## src/rtl/seg_xlate_pkg.sv

```systemverilog
package seg_xlate_pkg;
  localparam int DEF_VA_W  = 12;
  localparam int DEF_SEG_W = 2;
  localparam int DEF_PA_W  = 16;

  typedef enum logic [1:0] {
    FLT_NONE  = 2'd0,
    FLT_LIMIT = 2'd1,
    FLT_RO    = 2'd2
  } flt_kind_e;
endpackage

```

## src/rtl/seg_regfile.sv

```systemverilog
module seg_regfile #(
  parameter int SEG_W = 2,
  parameter int OFF_W = 10,
  parameter int PA_W  = 16
) (
  input  logic             clk,
  input  logic             rst,
  input  logic             priv,
  input  logic             cfg_we,
  input  logic [SEG_W-1:0] cfg_seg,
  input  logic [PA_W-1:0]  cfg_base,
  input  logic [OFF_W:0]   cfg_limit,
  input  logic             cfg_ro,
  input  logic [SEG_W-1:0] rd_seg,
  output logic [PA_W-1:0]  rd_base,
  output logic [OFF_W:0]   rd_limit,
  output logic             rd_ro,
  output logic             priv_err
);
  localparam int NSEG  = 1 << SEG_W;
  localparam int LIM_W = OFF_W + 1;

  logic [NSEG-1:0][PA_W-1:0]  base_q;
  logic [NSEG-1:0][LIM_W-1:0] limit_q;
  logic [NSEG-1:0]            ro_q;
  logic                       wr_ok;

  assign wr_ok = cfg_we && priv;

  for (genvar g = 0; g < NSEG; g++) begin : g_seg
    localparam logic [PA_W-1:0]  RST_BASE  = PA_W'(g << OFF_W);
    localparam logic [LIM_W-1:0] RST_LIMIT = (g < NSEG - 1) ? LIM_W'(1 << OFF_W) : LIM_W'(0);
    always_ff @(posedge clk) begin
      if (rst) begin
        base_q[g]  <= RST_BASE;
        limit_q[g] <= RST_LIMIT;
        ro_q[g]    <= 1'b0;
      end else if (wr_ok && cfg_seg == SEG_W'(g)) begin
        base_q[g]  <= cfg_base;
        limit_q[g] <= cfg_limit;
        ro_q[g]    <= cfg_ro;
      end
    end
  end

  always_ff @(posedge clk) begin
    if (rst) priv_err <= 1'b0;
    else     priv_err <= cfg_we && !priv;
  end

  assign rd_base  = base_q[rd_seg];
  assign rd_limit = limit_q[rd_seg];
  assign rd_ro    = ro_q[rd_seg];

  AST_USER_WRITE_IGNORED: assert property (@(posedge clk) disable iff (rst)
    (cfg_we && !priv) |=> ($stable(base_q) && $stable(limit_q) && $stable(ro_q)));
  AST_PRIV_ERR_CAUSE: assert property (@(posedge clk) disable iff (rst)
    priv_err |-> $past(cfg_we && !priv));
endmodule

```

## src/rtl/seg_check.sv

```systemverilog
module seg_check
  import seg_xlate_pkg::*;
#(
  parameter int OFF_W = 10,
  parameter int PA_W  = 16
) (
  input  logic [PA_W-1:0]  base,
  input  logic [OFF_W:0]   limit,
  input  logic             ro,
  input  logic [OFF_W-1:0] offset,
  input  logic             is_write,
  output logic [PA_W-1:0]  paddr,
  output flt_kind_e        kind
);
  logic [OFF_W:0] off_ext;
  logic           over;
  logic           ro_hit;

  assign off_ext = {1'b0, offset};
  assign over    = off_ext >= limit;
  assign ro_hit  = is_write && ro;

  always_comb begin
    if (over) begin
      kind  = FLT_LIMIT;
      paddr = '0;
    end else if (ro_hit) begin
      kind  = FLT_RO;
      paddr = '0;
    end else begin
      kind  = FLT_NONE;
      paddr = base + PA_W'(offset);
    end
  end

  always_comb begin
    AST_NO_ADDR_ON_FAULT: assert (kind == FLT_NONE || paddr == '0);
  end
endmodule

```

## src/rtl/seg_xlate.sv

```systemverilog
module seg_xlate
  import seg_xlate_pkg::*;
#(
  parameter int VA_W  = DEF_VA_W,
  parameter int SEG_W = DEF_SEG_W,
  parameter int PA_W  = DEF_PA_W
) (
  input  logic              clk,
  input  logic              rst,
  input  logic              priv_mode,
  input  logic              cfg_wr_en,
  input  logic [SEG_W-1:0]  cfg_seg,
  input  logic [PA_W-1:0]   cfg_base,
  input  logic [VA_W-SEG_W:0] cfg_limit,
  input  logic              cfg_readonly,
  output logic              cfg_priv_err,
  input  logic              req_valid,
  output logic              req_ready,
  input  logic [VA_W-1:0]   req_vaddr,
  input  logic              req_write,
  output logic              rsp_valid,
  output logic [PA_W-1:0]   rsp_paddr,
  output logic              rsp_limit_fault,
  output logic              rsp_ro_fault
);
  localparam int OFF_W = VA_W - SEG_W;

  logic [SEG_W-1:0] seg_sel;
  logic [OFF_W-1:0] offset;
  logic [PA_W-1:0]  sel_base;
  logic [OFF_W:0]   sel_limit;
  logic             sel_ro;
  logic [PA_W-1:0]  xl_paddr;
  flt_kind_e        xl_kind;
  logic             accept;

  assign seg_sel = req_vaddr[VA_W-1 -: SEG_W];
  assign offset  = req_vaddr[OFF_W-1:0];
  assign accept  = req_valid && req_ready;

  seg_regfile #(.SEG_W(SEG_W), .OFF_W(OFF_W), .PA_W(PA_W)) u_regs (
    .clk      (clk),
    .rst      (rst),
    .priv     (priv_mode),
    .cfg_we   (cfg_wr_en),
    .cfg_seg  (cfg_seg),
    .cfg_base (cfg_base),
    .cfg_limit(cfg_limit),
    .cfg_ro   (cfg_readonly),
    .rd_seg   (seg_sel),
    .rd_base  (sel_base),
    .rd_limit (sel_limit),
    .rd_ro    (sel_ro),
    .priv_err (cfg_priv_err)
  );

  seg_check #(.OFF_W(OFF_W), .PA_W(PA_W)) u_check (
    .base    (sel_base),
    .limit   (sel_limit),
    .ro      (sel_ro),
    .offset  (offset),
    .is_write(req_write),
    .paddr   (xl_paddr),
    .kind    (xl_kind)
  );

  always_ff @(posedge clk) begin
    if (rst) req_ready <= 1'b0;
    else     req_ready <= 1'b1;
  end

  always_ff @(posedge clk) begin
    if (rst) begin
      rsp_valid       <= 1'b0;
      rsp_paddr       <= '0;
      rsp_limit_fault <= 1'b0;
      rsp_ro_fault    <= 1'b0;
    end else begin
      rsp_valid <= accept;
      if (accept) begin
        rsp_paddr       <= xl_paddr;
        rsp_limit_fault <= (xl_kind == FLT_LIMIT);
        rsp_ro_fault    <= (xl_kind == FLT_RO);
      end else begin
        rsp_paddr       <= '0;
        rsp_limit_fault <= 1'b0;
        rsp_ro_fault    <= 1'b0;
      end
    end
  end

  AST_FAULTS_EXCLUSIVE: assert property (@(posedge clk) disable iff (rst)
    !(rsp_limit_fault && rsp_ro_fault));
  AST_RSP_NEEDS_REQ: assert property (@(posedge clk) disable iff (rst)
    rsp_valid |-> $past(req_valid && req_ready));
  AST_FLAGS_ONLY_VALID: assert property (@(posedge clk) disable iff (rst)
    (rsp_limit_fault || rsp_ro_fault) |-> rsp_valid);
  AST_FAULT_ZERO_ADDR: assert property (@(posedge clk) disable iff (rst)
    (rsp_limit_fault || rsp_ro_fault) |-> (rsp_paddr == '0));
endmodule

```

## config.mk

```make
export PLATFORM = sky130hd
export DESIGN_NAME = seg_xlate
export DESIGN_NICKNAME = d
export VERILOG_FILES = /design/src/rtl/seg_xlate_pkg.sv /design/src/rtl/seg_regfile.sv /design/src/rtl/seg_check.sv /design/src/rtl/seg_xlate.sv
export SDC_FILE = /design/constraint.sdc
export NUM_CORES = 1
export LEC_CHECK = 0
export ABC_CLOCK_PERIOD_IN_PS = 2800
export BUFFER_PORTS_ARGS = -buffer_cell sky130_fd_sc_hd__buf_4
export CORE_ASPECT_RATIO = 1.5
export CORE_MARGIN = 2
export CORE_UTILIZATION = 30
export CTS_CLUSTER_DIAMETER = 60
export DETAILED_ROUTE_END_ITERATION = 10
export SYNTH_ARGS = -nofsm -noshare
export SYNTH_HDL_FRONTEND = slang
export SYNTH_SLANG_ARGS = --single-unit
```

## constraint.sdc

```tcl
create_clock -name clk -period 2.8 [get_ports clk]
set_input_delay 0.28 -clock clk [delete_from_list [all_inputs] [get_ports clk]]
set_output_delay 0.28 -clock clk [all_outputs]
set_load 0.01 [all_outputs]
```

Word level (Yosys, flattened, before mapping):

Index checks and enable logic that the tools add are counted.

* register bits: 133
* memories kept: 0
* memory bits (read-only): 0
* logic and storage cells: 48
* input port bits: 48
* latch bits: 0
* bits in writable memories: 0

* add/sub/neg operators: 1
* order comparisons: 2
* multiplexer cells: 9
* eq/ne operators: 5
* shift operators: 0
* divide/modulo/power cells: 0
* multiply operators: 0
* reductions and logical operators: 12
* bitwise logic cells: 1

Operators with widths (number)
* $bmux W16 S2: 1
* $bmux W11 S2: 1
* $add A16 B10 Y16: 1
* $mux W16: 1
* $ge A10 B11 Y1: 1
* $mux W11: 1
* $logic_and A1 B1 Y1: 8
* $eq A2 B2 Y1 const B: 3
* $eq A2 B1 Y1 const B: 2
* $mux W2: 2
* $reduce_or A4 Y1: 1
* $lt A2 B3 Y1 const B: 1
* $bmux W1 S2: 1
* $logic_not A2 Y1: 1
* $mux W1: 2
* $reduce_or A2 Y1: 1
* $logic_not A1 Y1: 1
* $not A1 Y1: 1

Depth between registers and ports, before layout:

Gate-level depths: netlist of the first run.

* depth after elaboration: 6
* gate-level depth with buffers: 13

Hierarchy:

A second synthesis of the first run with hierarchy kept.

* cells, all modules: 623
* area total of the unflattened synthesis: 6769.0 um^2

By module, submodules not included
* seg_regfile: area each 5211.2 um^2, cells an instance 438, times used 1
* seg_check: area each 978.4 um^2, cells an instance 143, times used 1
* seg_xlate: area each 579.3 um^2, cells an instance 42, times used 1

Worst setup path after synthesis of the first run:

OpenSTA, ideal clock, no wires.

* kind: input -> register
* from: input req_vaddr[10]
* to: register rsp_paddr[12]
* arrival time: 2.684 ns
* library setup time: 0.074 ns
* data required time: 2.726 ns
* path slack: 0.041 ns
* stages on the path: 11
* cell sequence: buf_6 > clkbuf_1 > mux4_2 > ha_1 > inv_1 > fa_1 > nor2b_1 > o31a_1 > o21ai_0 > or4_1 > a31oi_1

* word-level cells in the longest chain between the ends: 4
* elaborated cells between the ends (all ways): 10
* those cells by class: add/sub: 1; order compare: 1; mux: 6; reduce/logical: 2

Ends and longest elaborated chain
* start, declared: RTL line seg_xlate.sv:19 `input logic [VA_W-1:0] req_vaddr,`
* $bmux W11 S2 or $bmux W1 S2 (tied branches): RTL line seg_regfile.sv:52, seg_regfile.sv:53
* $mux W11 (implied by the code) or $mux W1 (tied branches): RTL line seg_regfile.sv:52, seg_regfile.sv:53
* $ge A10 B11 Y1 or $logic_and A1 B1 Y1 (tied branches): RTL line seg_check.sv:20, seg_check.sv:21
* $reduce_or A4 Y1 (no line)
* end signal, assigned: RTL line seg_xlate.sv:81 `rsp_paddr <= xl_paddr;`
* end, declared: RTL line seg_xlate.sv:22 `output logic [PA_W-1:0] rsp_paddr,`

Parallel ways exist; a longest one is shown, timed or not. The select of a mux whose other input is x is not followed.
A chain may end at the register's enable or synchronous reset.

Worst setup path in the final report of the first run:

* from: register u_regs.base_q[16] (netlist name)
* to: register rsp_paddr[12]

* word-level cells in the longest chain between the ends: 3

Ends and longest elaborated chain
* start, declared: RTL line seg_regfile.sv:23 `logic [NSEG-1:0][PA_W-1:0] base_q;`
* start signal, assigned by index: RTL line seg_regfile.sv:39 `base_q[g] <= cfg_base;`
* $bmux W16 S2: RTL line seg_regfile.sv:51 `assign rd_base = base_q[rd_seg];`
* $mux W16 (implied by the code): RTL line seg_regfile.sv:51
* $add A16 B10 Y16: RTL line seg_check.sv:32 `paddr = base + PA_W'(offset);`

Every way passes these cells. The select of a mux whose other input is x is not followed.

==> impl_metrics.json, run 1 <==
{
  "syn-cell-area_um2": 5900,
  "crit_type": "reg2reg",
  "yosysTopAreaCell": "dfxtp_1",
  "cts_hold_buf": 0,
  "drive_gt1_share_pct": 19.8,
  "fin_crit_ns": 2.41,
  "wire_per_inst_um": 15.8,
  "dr_total_vias": 5049,
  "multiInputGateArea_um2": 3010,
  "clock-root-buffer": "clkbuf_16",
  "fmax_mhz": 415,
  "outcome": "complete, no violations",
  "tightest_slew_ns": 0.574,
  "synthTopCellsByArea": "dfxtp_1 45%, nand2_1 15%, a21oi_1 9.9%",
  "antennaDiodeCount": 0,
  "cts_buffer_depth": 2,
  "die_w_um": 119,
  "die-area_um2": 20800,
  "slew_headroom_pct": 61.8,
  "path_cells": "mux4_2 > ha_1 > inv_1 > fa_1 > nor2b_1 > o31a_1 > o21ai_0 > or4_1 > a31oi_1",
  "hp-start": "priv_mode",
  "port_buffers": 68,
  "crit_buf_inv": 1,
  "ant_nets": 0,
  "worst_path_dominant_cell_family": "simple AND/OR/NAND/NOR gates",
  "htree_levels": 4,
  "synth.most_common_cell": "nand2_1",
  "grt_pass1_vias": 4861,
  "ys_types": 41,
  "hold_viol": 0,
  "internal-power_w": 0.00325,
  "regArea_um2": 2660,
  "reg2reg_slack_ns": 0.39,
  "fin_skew_ns": 0.0116,
  "p_clk_share_pct": 45.7,
  "critical_path.endpoint_type": "flip-flop",
  "pwr-share-seq_pct": 45.2,
  "nFillCells": 1989,
  "switching_power_w": 0.00108,
  "r2r-start": "u_regs.base_q[16]",
  "synth-seq-cells": 133,
  "via_per_inst": 4.91,
  "startpoint_type": "flip-flop",
  "slew_viol_final": 0,
  "peakVddDrop_uv": 406,
  "coreArea_um2": 19200,
  "sw_frac_of_total_pct": 24.9,
  "grt_pass1_wl_mm": 25.7,
  "hpwl_mm": 10.7,
  "startpoint": "u_regs.base_q[16]",
  "clock-sinks": 133,
  "grt-ovfl-total": 0,
  "route.final.wire_length_mm": 16.2,
  "post_cts_resized": 0,
  "ys_warn_count": 0,
  "antenna_found_initial": 0,
  "setup_ws_ns": 0.388,
  "pin_count": 69,
  "synth_top_area_share_pct": 45.1,
  "syn_inst": 689,
  "max_cap_viol_count": 0,
  "synthTopCellsByCount": "237 x nand2_1, 133 x dfxtp_1, 117 x a21oi_1",
  "syn_area_per_cell_um2": 8.57,
  "synth_seq_area_share_pct": 45.1,
  "cp_max_fo": 3,
  "cts_buffers": 17,
  "num_rows": 62,
  "syn_to_final_growth_pct": 23.5,
  "crit_required_ns": 3.13,
  "setup_viol_count_final": 0,
  "tns_ns": 0,
  "cellPowerDensity_nw_per_um2": 593,
  "final_core_util_pct": 37.9,
  "min_path_type": "in2reg",
  "fin_nets": 830,
  "synth_nets": 758,
  "synth_flop_cell": "dfxtp_1",
  "clk_latency_ns": 0.41,
  "drc": 0,
  "crit_path_top_delay_cell": "or4_1",
  "rsz0062_at_grt": "false",
  "post-route-period-util_pct": 86.2,
  "critPathMaxStageDelay_ns": 0.51,
  "worstPathArrival_ns": 2.75,
  "dieHeight_um": 176,
  "drtIter0Drc": 395,
  "p_comb_share_pct": 9.1,
  "grt_start_max_net_pins": 54,
  "start_util_pct": 30.7,
  "gr-usage-all-layers_pct": 15.7,
  "path_clk_slew_ns": 0.06,
  "cts_tree": "done",
  "synthArstFlopShare_pct": 0,
  "place_ws_ns": 0.0457,
  "dr.pass1.iters": 6,
  "gp_congestion": 0.814,
  "synth-edff-count": 0,
  "leakagePower_nw": 2.69,
  "post-cts-setup-buffers": 0
}
[worst reg2reg max path: stages (launching register included)]
cell	delay (ns)
dfxtp_1	0.33
mux4_2	0.23
ha_1	0.18
inv_1	0.06
fa_1	0.38
nor2b_1	0.17
o31a_1	0.21
o21ai_0	0.15
or4_1	0.51
a31oi_1	0.12
[cell usage in the layout, fill, tap and decap left out, types with 6 or more instances in the layout]
master / instances
a211oi_1: 6
a21oi_1: 117
buf_4: 91
clkbuf_16: 17
dfxtp_1: 133
ha_1: 20
inv_1: 18
mux4_2: 24
nand2_1: 237
nand3_1: 12
nor2_1: 22
o21ai_0: 9
xnor2_1: 9
[cells by family (layout without fill, tap and decap cells)]
logic type      Yosys count  after routing  share of synthesized area (%)
compound gates          148            148                           13.9
xor+xnor                 10             10                           1.48
fa+ha+maj                21             21                           4.58
buf+inv                  58            142                           4.26
flops                   133            133                           45.1
mux                      28             28                           10.9
simple gates            291            291                           19.7
[worst paths after layout]
check                           to  depth (start not counted)
setup / recovery     rsp_paddr[12]                          9
hold / removal     u_regs.priv_err                          2
setup reg to reg     rsp_paddr[12]                          9
hold reg to reg   u_regs.base_q[1]                          2
[state kept, by name (all words and copies together), names as in the netlist]
signal,flops
rsp_ro_fault,1
rsp_limit_fault,1
rsp_paddr,16
u_regs.base_q,64
u_regs.priv_err,1
u_regs.limit_q,44
u_regs.ro_q,4
req_ready,1
rsp_valid,1
[power groups by stage]
stage,registers [W],clock network (W),logic [W]
final,0.00196,0.00198,0.000392
after global placement,0.00200,0,0.000392
after global routing,0.00196,0.00210,0.000433
after detailed placement,0.00200,0,0.000394
after floorplan,0.00199,0,0.000222
after CTS,0.00196,0.00202,0.000395
[area by class of cell]
type | count | share of cell area [%]
clock buffers | 19 | 6.07
flip-flops and latches | 133 | 36.5
well taps | 256 | 4.39
repair buffers | 92 | 9.64
multi-input cells | 498 | 41.2
inverters | 19 | 0.978
clock inverters | 12 | 1.17
[stage by stage]
step / instance area (µm²) / hold WS (ns) / power [W] / instances
finish: 7290 / 0.0699 / 0.00433 / 1029
global route: 7290 / 0.0800 / 0.00450 / 1029
CTS: 7290 / 0.0680 / 0.00437 / 1029
detailed placement: 6760 / 0.443 / 0.00239 / 998
global placement: 6760 / 0.440 / 0.00239 / 998
floorplan: 5900 / 0.356 / 0.00222 / 689
[routing by layer]
layer  GRT usage [%]  vias up  wire length (µm)
li1                -     2479                 -
met1            18.8     2424              6970
met2            27.8      131              8390
met3            3.05       15               618
met4            5.51        0               256
met5               0        -                 0
Note: power is estimated with default switching activity, not from simulation.
==> run 2, diff against run 1 <==
--- a/config.mk
+++ b/config.mk
@@ -5,10 +5,10 @@
 export SDC_FILE = /design/constraint.sdc
 export NUM_CORES = 1
 export LEC_CHECK = 0
-export ABC_CLOCK_PERIOD_IN_PS = 2800
+export ABC_CLOCK_PERIOD_IN_PS = 1900
 export BUFFER_PORTS_ARGS = -buffer_cell sky130_fd_sc_hd__buf_4
 export CORE_ASPECT_RATIO = 1.5
-export CORE_MARGIN = 2
+export CORE_MARGIN = 5
 export CORE_UTILIZATION = 30
 export CTS_CLUSTER_DIAMETER = 60
 export DETAILED_ROUTE_END_ITERATION = 10
==> constraint.sdc (replaced) <==
create_clock -name clk -period 1.9 [get_ports clk]
set_input_delay 0.19 -clock clk [delete_from_list [all_inputs] [get_ports clk]]
set_output_delay 0.19 -clock clk [all_outputs]
set_load 0.01 [all_outputs]
==> impl_metrics.json, run 2 (synthesis gave the netlist of run 1 again) <==
{
  "gp_congestion": 0.795,
  "die_w_um": 125,
  "fin_nets": 864,
  "violations": "negative setup slack",
  "setup_viol_count_final": 18,
  "crit_buf_inv": 1,
  "use_met3_pct": 2.85,
  "cts_buffers": 17,
  "grt_start_max_net_pins": 107,
  "fmax_mhz": 442,
  "layout_common_cells": "237 x nand2_1, 128 x dfxtp_1, 120 x buf_4, 112 x a21oi_1, 25 x mux4_2",
  "grt_pass1_vias": 5019,
  "drc": 0,
  "drive_gt1_share_pct": 28.5,
  "slew_headroom_pct": 67.4,
  "path_cells": "mux4_2 > ha_4 > inv_2 > fa_2 > nor2b_2 > o31a_1 > o2111ai_2 > nand2_1 > xnor2_1 > nor2_1",
  "gr-usage-all-layers_pct": 14.8,
  "crit_type": "reg2reg",
  "via_per_inst": 4.77,
  "finalPower_w": 0.00670,
  "coreArea_um2": 19500,
  "tightest_slew_ns": 0.489,
  "cts_tree": "done",
  "ant_nets": 0,
  "clk_latency_ns": 0.41,
  "critical_path.endpoint_type": "flip-flop",
  "dieHeight_um": 182,
  "slew_viol_final": 0,
  "grt_pass1_wl_mm": 26.7,
  "dr_total_vias": 5096,
  "max_cap_viol_count": 0,
  "critPathMaxStageDelay_ns": 0.50,
  "leakagePower_nw": 2.91,
  "startpoint_type": "flip-flop",
  "crit_required_ns": 2.20,
  "port_buffers": 68,
  "clock-root-buffer": "clkbuf_16",
  "clock-sinks": 133,
  "fin_skew_ns": 0.00908,
  "reg_top3": "u_regs.base_q (64), u_regs.limit_q (44), rsp_paddr (16)",
  "antennaDiodeCount": 0,
  "use_met1_pct": 17.0,
  "die-area_um2": 22600,
  "rsz0062_at_grt": "true",
  "cellPowerDensity_nw_per_um2": 853,
  "setup_ws_ns": -0.365,
  "outcome": "finished, violations left",
  "min_path_type": "in2reg",
  "cp_max_fo": 3,
  "hold_viol": 0,
  "holdWs_ns": 0.0175,
  "route.final.wire_length_mm": 17.0,
  "peakVddDrop_uv": 591,
  "num_rows": 63,
  "worst_path_dominant_cell_family": "compound AO/OA/AOI/OAI gates",
  "final_common_cell": "nand2_1",
  "grtUsageMet2_pct": 27.3,
  "pin_count": 69,
  "start_util_pct": 30.2,
  "fin_crit_ns": 2.26,
  "post-route-period-util_pct": 119,
  "hpwl_mm": 11.4,
  "wire_per_inst_um": 15.9,
  "crit_path_top_delay_cell": "mux4_2",
  "antenna_found_initial": 0,
  "grt-ovfl-total": 0,
  "busiest_layer": "met2",
  "cts_buffer_depth": 2,
  "worstPathArrival_ns": 2.57,
  "largest_reg_flops": 64,
  "htree_levels": 4,
  "drtIter0Drc": 368,
  "dr.pass1.iters": 6,
  "syn_to_final_growth_pct": 33.1,
  "regMostFlops": "u_regs.base_q",
  "path_clk_slew_ns": 0.06
}
-- run 2: path summary, 6_finish.rpt --
path / startpoint / endpoint / slack [ns] / cells past startpoint
worst max-delay path: u_regs.base_q[48] / rsp_paddr[10] / -0.36 / 10
worst min-delay path: cfg_base[11] / u_regs.base_q[43] / 0.02 / 3
worst max register to register: u_regs.base_q[48] / rsp_paddr[10] / -0.36 / 10
worst min register to register: u_regs.base_q[5] / u_regs.base_q[5] / 0.45 / 2
-- run 2: repair_timing --
item,in CTS,in global routing
buffers inserted,2,2
setup endpoints to repair,18,18
resized for setup,18,21
hold buffers,1,0
pin swaps,6,7
endpoints found under the hold margin,1,0
-- run 2: where the power goes --
part           switching [W]  internal [W]
clock network        0.00124       0.00190
logic               0.000368      0.000318
registers          0.0000296       0.00285
total                0.00164       0.00507
-- run 2: per-stage QoR --
step | instance area (µm²) | TNS, ns | utilization, % | std cells | worst slack, ns
floorplan | 6010 | -6.02 | - | 689 | -0.478
global placement | 7100 | -10.03 | 36.3 | 1033 | -0.663
detailed placement | 7100 | -10.42 | 36.3 | 1033 | -0.679
CTS | 7750 | -5.35 | 39.6 | 1066 | -0.372
global route | 7860 | -6.90 | 40.2 | 1068 | -0.475
finish | 7860 | -4.94 | 40.2 | 1068 | -0.365
-- run 2: layout make-up --
| type | instances | area [µm²] |
|---|---|---|
| clock buffer | 20 | 467 |
| tap | 260 | 325 |
| sequential | 133 | 2670 |
| clock inverter | 12 | 104 |
| multi-input combinational | 498 | 3220 |
| timing repair buffer | 126 | 1000 |
| inverter | 19 | 71.3 |
| fill | 2012 | 11700 |
-- run 2: routing by layer --
layer / vias to the layer above / routed length, µm
met5: - / 0
met4: 0 / 321
met3: 18 / 497
met2: 109 / 9130
met1: 2421 / 7080
li1: 2548 / -
-- run 2: tightest hold or removal path: cells and delay by family --
| family | cells | cell delay, ns |
|---|---|---|
| buffers and inverters | 1 | 0.10 |
| and+or+nand+nor | 2 | 0.10 |
